## config.mk

```make
export PLATFORM = sky130hd
export DESIGN_NAME = power_irq_select
export DESIGN_NICKNAME = d
export VERILOG_FILES = /design/src/rtl/irqsel_pkg.sv /design/src/rtl/irqsel_lowest_pick.sv /design/src/rtl/irqsel_gate.sv /design/src/rtl/power_irq_select.sv
export SDC_FILE = /design/constraint.sdc
export NUM_CORES = 1
export LEC_CHECK = 0
export ABC_AREA = 1
export ABC_CLOCK_PERIOD_IN_PS = 1100
export BUFFER_PORTS_ARGS = -buffer_cell sky130_fd_sc_hd__buf_2
export CAP_MARGIN = 25
export CORE_AREA = 8 8 45 47
export DETAILED_ROUTE_END_ITERATION = 10
export DIE_AREA = 0 0 53 55
export MAX_ROUTING_LAYER = met4
export PLACE_DENSITY = 0.76
export SYNTH_ARGS = -nofsm -noshare
export SYNTH_HDL_FRONTEND = slang
export SYNTH_SLANG_ARGS = --single-unit
```

## constraint.sdc

```tcl
create_clock -name clk -period 1.1 [get_ports clk]
set_clock_uncertainty 0.1 [all_clocks]
set_input_delay 0.165 -clock clk [delete_from_list [all_inputs] [get_ports clk]]
set_output_delay 0.165 -clock clk [all_outputs]
set_load 0.02 [all_outputs]
```

## src/rtl/irqsel_pkg.sv

```systemverilog
package irqsel_pkg;

  localparam int unsigned NUM_SRC = 5;

  localparam int unsigned SRC_MCK   = 0;
  localparam int unsigned SRC_HDEC  = 1;
  localparam int unsigned SRC_HVIRT = 2;
  localparam int unsigned SRC_EXT   = 3;
  localparam int unsigned SRC_DEC   = 4;

  typedef struct packed {
    logic ee;
    logic hv;
    logic pr;
    logic resume;
  } mode_t;

  typedef struct packed {
    logic hdec_en;
    logic hvirt_en;
    logic ext_hv_block;
    logic ext_route;
    logic hv_present;
  } ctrl_t;

endpackage

```

## src/rtl/irqsel_lowest_pick.sv

```systemverilog
module irqsel_lowest_pick #(
  parameter int unsigned N = 5
) (
  input  logic [N-1:0] req,
  output logic [N-1:0] grant,
  output logic         any
);

  logic [N:0] seen;

  assign seen[0] = 1'b0;

  for (genvar i = 0; i < N; i++) begin : g_pick
    assign grant[i]  = req[i] & ~seen[i];
    assign seen[i+1] = seen[i] | req[i];
  end

  assign any = seen[N];

endmodule

```

## src/rtl/irqsel_gate.sv

```systemverilog
module irqsel_gate
  import irqsel_pkg::*;
#(
  parameter int unsigned N = NUM_SRC
) (
  input  logic [N-1:0] pending,
  input  mode_t        mode,
  input  ctrl_t        ctrl,
  input  logic         force_ee,
  output logic [N-1:0] elig
);

  logic ee_eff;
  logic hv_gate;
  logic ext_own;
  logic ext_guest;

  // Effective external-enable, forced while halted without exit criterion.
  assign ee_eff    = mode.ee | mode.resume | force_ee;
  assign hv_gate   = ee_eff | ~mode.hv;
  assign ext_own   = ee_eff & ~(ctrl.ext_hv_block & mode.hv & ~mode.pr);
  assign ext_guest = ctrl.hv_present & ~mode.hv & ~ctrl.ext_route;

  always_comb begin
    elig            = '0;
    elig[SRC_MCK]   = pending[SRC_MCK];
    elig[SRC_HDEC]  = pending[SRC_HDEC]  & ctrl.hdec_en  & hv_gate;
    elig[SRC_HVIRT] = pending[SRC_HVIRT] & ctrl.hvirt_en & hv_gate;
    elig[SRC_EXT]   = pending[SRC_EXT]   & (ext_own | ext_guest);
    elig[SRC_DEC]   = pending[SRC_DEC]   & ee_eff;
  end

endmodule

```

## src/rtl/power_irq_select.sv

```systemverilog
module power_irq_select
  import irqsel_pkg::*;
(
  input  logic               clk,
  input  logic               rst,
  input  logic [NUM_SRC-1:0] pending_i,
  input  logic [NUM_SRC-1:0] wake_en_i,
  input  logic               msr_ee_i,
  input  logic               msr_hv_i,
  input  logic               msr_pr_i,
  input  logic               resume_rst_i,
  input  logic               hdec_en_i,
  input  logic               hvirt_en_i,
  input  logic               ext_hv_block_i,
  input  logic               ext_route_i,
  input  logic               hv_present_i,
  input  logic               halted_i,
  input  logic               exit_crit_i,
  output logic [NUM_SRC-1:0] irq_code_o,
  output logic               irq_valid_o,
  output logic               wake_only_o
);

  localparam int unsigned N = NUM_SRC;

  mode_t        mode;
  ctrl_t        ctrl;
  logic         use_wake;
  logic         halt_any;
  logic [N-1:0] chain_elig;
  logic [N-1:0] chain_grant;
  logic         chain_any;
  logic [N-1:0] wake_req;
  logic [N-1:0] wake_grant;
  logic         wake_any;
  logic [N-1:0] nxt_code;
  logic         nxt_valid;
  logic         nxt_wake_only;

  assign mode = '{ee: msr_ee_i, hv: msr_hv_i, pr: msr_pr_i, resume: resume_rst_i};
  assign ctrl = '{hdec_en: hdec_en_i, hvirt_en: hvirt_en_i,
                  ext_hv_block: ext_hv_block_i, ext_route: ext_route_i,
                  hv_present: hv_present_i};

  assign use_wake = halted_i & exit_crit_i;
  assign halt_any = halted_i & ~exit_crit_i;

  irqsel_gate #(.N(N)) u_gate (
    .pending  (pending_i),
    .mode     (mode),
    .ctrl     (ctrl),
    .force_ee (halt_any),
    .elig     (chain_elig)
  );

  irqsel_lowest_pick #(.N(N)) u_chain_pick (
    .req   (chain_elig),
    .grant (chain_grant),
    .any   (chain_any)
  );

  assign wake_req = pending_i & wake_en_i;

  irqsel_lowest_pick #(.N(N)) u_wake_pick (
    .req   (wake_req),
    .grant (wake_grant),
    .any   (wake_any)
  );

  always_comb begin
    if (use_wake) begin
      nxt_code      = wake_grant;
      nxt_valid     = wake_any;
      nxt_wake_only = 1'b0;
    end else begin
      nxt_code      = chain_grant;
      nxt_wake_only = halt_any & ~msr_ee_i & chain_any;
      nxt_valid     = chain_any & ~nxt_wake_only;
    end
  end

  always_ff @(posedge clk) begin
    if (rst) begin
      irq_code_o  <= '0;
      irq_valid_o <= 1'b0;
      wake_only_o <= 1'b0;
    end else begin
      irq_code_o  <= nxt_code;
      irq_valid_o <= nxt_valid;
      wake_only_o <= nxt_wake_only;
    end
  end

endmodule

```

==> impl_metrics.env, run 1 <==
export IMPL_powerDensity_nw_per_um2=1030
export IMPL_drive_gt1_frac=0.441
export IMPL_die_area_um2=2920
export IMPL_clkTransAtPathRegs_ns=0.05
export IMPL_path_buf_inv=1
export IMPL_drt_iter0_drc=7
export IMPL_rsz0062_at_grt="false"
export IMPL_power_leakage_nw=0.371
export IMPL_cp_slowest_cell="dfxtp_1"
export IMPL_period_share=0.878
export IMPL_syn_area_um2=428
export IMPL_io_pins=30
export IMPL_outcome="finished clean"
export IMPL_post_place_ws_ns=-0.114
export IMPL_cts_made_buffers=3
export IMPL_cts_sinks=7
export IMPL_synthCells=66
export IMPL_rows=14
export IMPL_wirelength_um=1200
export IMPL_ctsHoldBuffers=0
export IMPL_ant_nets=0
export IMPL_yosysTopAreaCellShare=0.327
export IMPL_gr_usage_met3=0.0294
export IMPL_die_h_um=55
export IMPL_synthTopCellsByCount="nand2_1 (17), inv_1 (9), dfxtp_1 (7)"
export IMPL_grt_max_degree=8
export IMPL_synth_edff_count=0
export IMPL_worstSetupPathType="reg2out"
export IMPL_vias=517
export IMPL_cp_max_fo=1
export IMPL_seq_area_frac_synth=0.327
export IMPL_cp_top_family="flip-flops"
export IMPL_setup_worst_path_start_class="register"
export IMPL_place_detailed_hpwl_um=1070
export IMPL_worst_slew_pin_slew_ns=0.261
export IMPL_grt_pass1_wl_um=1810
export IMPL_start_util=0.309
export IMPL_postCtsSetupBuffers=0
export IMPL_die_w_um=53
export IMPL_crit_start="irq_code_o[4]$_SDFF_PP0_"
export IMPL_yosys_top_cells_area="dfxtp_1 (33%), nand2_1 (15%), inv_1 (7.9%)"
export IMPL_synthToLayoutAreaGrowth_pct=50.0
export IMPL_drv_slew=0
export IMPL_ys_seq_elements=7
export IMPL_antenna_found_initial=0
export IMPL_worst_setup_path_end_kind="output port"
export IMPL_crit_arrival_ns=0.70
export IMPL_finalSetupViolCount=0
export IMPL_fmax_mhz=1040
export IMPL_yosysWarnings=0
export IMPL_htreeDepth=1
export IMPL_numPortBuffers=29
export IMPL_post_synth_top_count_cell="nand2_1"
export IMPL_postLayoutCoreUtil=0.464
export IMPL_viasPerCell=4.38
export IMPL_first_global_vias=465
export IMPL_grt_busiest_layer="met2"
export IMPL_hold_class="in2reg"
export IMPL_cp_slowest_stage_delay_ns=0.30
export IMPL_nets=126
export IMPL_antenna_cells=0
export IMPL_use_met1=0.0884
export IMPL_max_slew_margin_rel=0.825
export IMPL_syn_avg_cell_area_um2=6.48
export IMPL_syn_nets=89
export IMPL_overflow=0
export IMPL_crit_chain="buf_2"
export IMPL_fin_ws_ns=0.134
export IMPL_cts_root_buf="clkbuf_4"
export IMPL_grt_usage=0.0862
export IMPL_dr_pass1_iters=4
export IMPL_max_cap_viol_count=0
export IMPL_grtUsageMet2=0.135
export IMPL_drc=0
export IMPL_hold_slack_ns=0.0441
export IMPL_core_um2=1380
export IMPL_hold_viol=0
export IMPL_cts_resized_gates=0
export IMPL_synth_cell_type_count=18
export IMPL_peakVddDrop_uv=269
export IMPL_final_fill_count=148
export IMPL_worstHoldStart="rst"
export IMPL_yosysTopAreaCell="dfxtp_1"
export IMPL_ys_async_sr_fraction=0
export IMPL_timing_final_crit_period_ns=0.966
export IMPL_wl_per_cell_um=10.2
export IMPL_tritoncts="done"
export IMPL_synth_ff_type="dfxtp_1"
export IMPL_cts_buffer_depth=2
export IMPL_gp_congestion=0.933
export IMPL_cp_required_ns=0.83
==> per-stage QoR <==
stage	power [mW]	setup TNS, ns	cells	instance area [um^2]
CTS	0.670	0	118	642
global placement	0.435	-0.199	114	616
detailed placement	0.439	-0.346	114	616
floorplan	0.360	0	66	428
finish	0.659	0	118	642
global route	0.702	0	118	642
==> cell usage in the layout, fill, tap and decap left out, types with 2 or more instances in the layout <==
cell type  count
nor2_1         6
clkbuf_4       3
nand3_1        4
inv_1          9
dfxtp_1        7
a21oi_1        2
buf_4          3
nor3_1         3
o21ai_0        2
a21oi_2        2
inv_2          2
nand4_1        3
nand2_2        3
nand2_1       17
buf_2         29
==> sequential cells by signal, summed over array words and instances (netlist names) <==
signal and flops:
wake_only_o 1, irq_valid_o 1, irq_code_o 5
==> routing by layer <==
| layer | wire [um] | share of wire |
|---|---|---|
| met1 | 504 | 0.42 |
| met2 | 575 | 0.48 |
| met3 | 120 | 0.10 |
| met4 | 0 | 0 |
| met5 | 0 | 0 |
==> cells by family after synthesis <==
| logic type | after synthesis | share of synthesized area |
|---|---|---|
| AND/OR/NAND/NOR | 40 | 0.453 |
| flip-flops | 7 | 0.327 |
| AO/OA/AOI/OAI | 8 | 0.123 |
| buffers and inverters | 11 | 0.0965 |
==> power by group <==
group,leakage [nW],internal (mW),switching (mW)
logic,0.298,0.0717,0.0940
clock network,0.0150,0.138,0.0883
registers,0.0573,0.265,0.00187
==> worst paths after layout <==
path                              endpoint  slack, ns  depth (start not counted)
setup / recovery             irq_code_o[4]       0.13                          1
hold / removal    irq_code_o[4]$_SDFF_PP0_       0.04                          2
==> area by class of cell <==
cell class                      count  area (um^2)  share of cell area
Inverter                           11         41.3              0.0643
Sequential cell                     7          140               0.218
Multi-Input combinational cell     48          246               0.384
Timing Repair Buffer               32          168               0.261
Tap cell                           16         20.0              0.0312
Clock buffer                        4         26.3              0.0409
No activity file was read; power rests on OpenSTA's default activity.
==> run 2: changes to the inputs <==
--- a/config.mk
+++ b/config.mk
@@ -7,13 +7,14 @@
 export LEC_CHECK = 0
 export ABC_AREA = 1
 export ABC_CLOCK_PERIOD_IN_PS = 1100
-export BUFFER_PORTS_ARGS = -buffer_cell sky130_fd_sc_hd__buf_2
 export CAP_MARGIN = 25
 export CORE_AREA = 8 8 45 47
+export CTS_CLUSTER_DIAMETER = 200
 export DETAILED_ROUTE_END_ITERATION = 10
 export DIE_AREA = 0 0 53 55
+export DONT_BUFFER_PORTS = 1
 export MAX_ROUTING_LAYER = met4
-export PLACE_DENSITY = 0.76
+export PLACE_DENSITY = 0.57
 export SYNTH_ARGS = -nofsm -noshare
 export SYNTH_HDL_FRONTEND = slang
 export SYNTH_SLANG_ARGS = --single-unit
==> run 2 against run 1 <==
  * Global-route usage fell by 0.12 points
  * Final area fell by 17%
  * Flip-flop and latch count did not move
  * Combinational power fell by 37%
  * Largest cell class unchanged
==> impl_metrics.env, run 2 (synthesis results as in run 1) <==
export IMPL_outcome="finished clean"
export IMPL_seq_area_um2=140
export IMPL_nets=100
export IMPL_cp_max_fo=2
export IMPL_drt_iter0_drc=6
export IMPL_first_global_vias=441
export IMPL_hold_class="in2reg"
export IMPL_cp_top_family="buffers and inverters"
export IMPL_drc=0
export IMPL_numPortBuffers=0
export IMPL_powerDensity_nw_per_um2=1150
export IMPL_peakVddDrop_uv=211
export IMPL_setup_worst_path_start_class="input pin"
export IMPL_cts_made_buffers=3
export IMPL_core_um2=1380
export IMPL_overflow=0
export IMPL_finalNonFillerCells=92
export IMPL_postCtsSetupBuffers=0
export IMPL_cts_root_buf="clkbuf_4"
export IMPL_layout_commonest_cell="nand2_1"
export IMPL_crit_arrival_ns=1.01
export IMPL_wl_per_cell_um=12.6
export IMPL_dr_pass1_iters=4
export IMPL_drv_slew=0
export IMPL_io_pins=30
export IMPL_worst_setup_path_end_kind="register"
export IMPL_fmax_mhz=1010
export IMPL_crit_chain="dlygate4sd3_1 -> nor2_1 -> inv_1 -> nand2_1 -> a21oi_2"
export IMPL_timing_final_crit_period_ns=0.989
export IMPL_fin_tns_setup_ns=0
export IMPL_gp_congestion=0.820
export IMPL_place_inst=83
export IMPL_start_util=0.309
export IMPL_grt_usage=0.0851
export IMPL_mostFrequentLayoutCells="nand2_1 (17), inv_1 (9), dfxtp_1 (7)"
export IMPL_worstSetupPathType="in2reg"
export IMPL_placed_area_um2=455
export IMPL_multiInputGateArea_um2=246
export IMPL_tritoncts="done"
export IMPL_cp_slowest_stage_delay_ns=0.53
export IMPL_synthToLayoutAreaGrowth_pct=24.9
export IMPL_drive_gt1_frac=0.184
export IMPL_die_area_um2=2920
export IMPL_ant_nets=0
export IMPL_final_fill_count=156
export IMPL_period_share=0.899
export IMPL_max_cap_viol_count=0
export IMPL_rsz0062_at_grt="false"
export IMPL_die_w_um=53
export IMPL_grt_max_degree=7
export IMPL_die_h_um=55
export IMPL_max_slew_margin_rel=0.815
export IMPL_largest_reg_flops=5
export IMPL_clkTransAtPathRegs_ns=0.05
export IMPL_wirelength_um=1160
export IMPL_cp_required_ns=1.12
export IMPL_antenna_found_initial=0
export IMPL_cts_buffer_depth=2
export IMPL_place_detailed_hpwl_um=982
export IMPL_regMostFlops="irq_code_o"
export IMPL_cts_sinks=7
export IMPL_fin_area_um2=534
export IMPL_postLayoutCoreUtil=0.386
export IMPL_reg_largest_list="irq_code_o (5), irq_valid_o (1), wake_only_o (1)"
export IMPL_cp_slowest_cell="dlygate4sd3_1"
export IMPL_power_leakage_nw=0.269
export IMPL_viasPerCell=4.82
export IMPL_htreeDepth=1
export IMPL_vias=443
export IMPL_hold_viol=0
export IMPL_antenna_cells=0
export IMPL_worst_slew_pin_slew_ns=0.275
export IMPL_rows=14
export IMPL_finalSetupViolCount=0
export IMPL_path_buf_inv=2
export IMPL_grt_pass1_wl_um=1750
## run 2: timing repair
item	CTS	global route
endpoints found under the setup margin	0	1
gates resized for setup	0	1
hold buffers	5	0
endpoints found under the hold margin	6	0
## run 2: path summary, 6_finish.rpt
path	from	end	slack [ns]	cells after the start
hold / removal	pending_i[1]	irq_code_o[1]$_SDFF_PP0_	0.01	2
setup / recovery	msr_ee_i	irq_valid_o$_SDFF_PP0_	0.11	5
## run 2: layout make-up
cell class,count,share of cell area
tap,16,0.0375
multi-input combinational,48,0.461
sequential,7,0.262
clock buffer,4,0.0492
inverter,11,0.0773
timing repair buffer,6,0.112
## run 2: per-stage QoR
step | hold WS [ns] | total power [mW] | worst slack [ns]
after global routing | 0.00451 | 0.655 | 0.0579
after CTS | 0.00122 | 0.627 | 0.0652
after detailed placement | 0.132 | 0.377 | -0.0258
after floorplan | 0.127 | 0.360 | 0.0742
after global placement | 0.131 | 0.375 | -0.00750
final | 0.0133 | 0.613 | 0.111
## run 2: per-layer routing
metal / global-route usage / up-vias / part of all wire
met5: - / - / 0
met3: 0.0401 / 0 / 0.12
met1: 0.0883 / 194 / 0.40
li1: - / 230 / -
met4: 0.0647 / 0 / 0
met2: 0.123 / 19 / 0.48
## run 2: power breakdown
part	switching (mW)	leakage [nW]	internal [mW]
combinational	0.0590	0.196	0.0457
clock	0.0871	0.0150	0.138
sequential	0.0179	0.0573	0.266
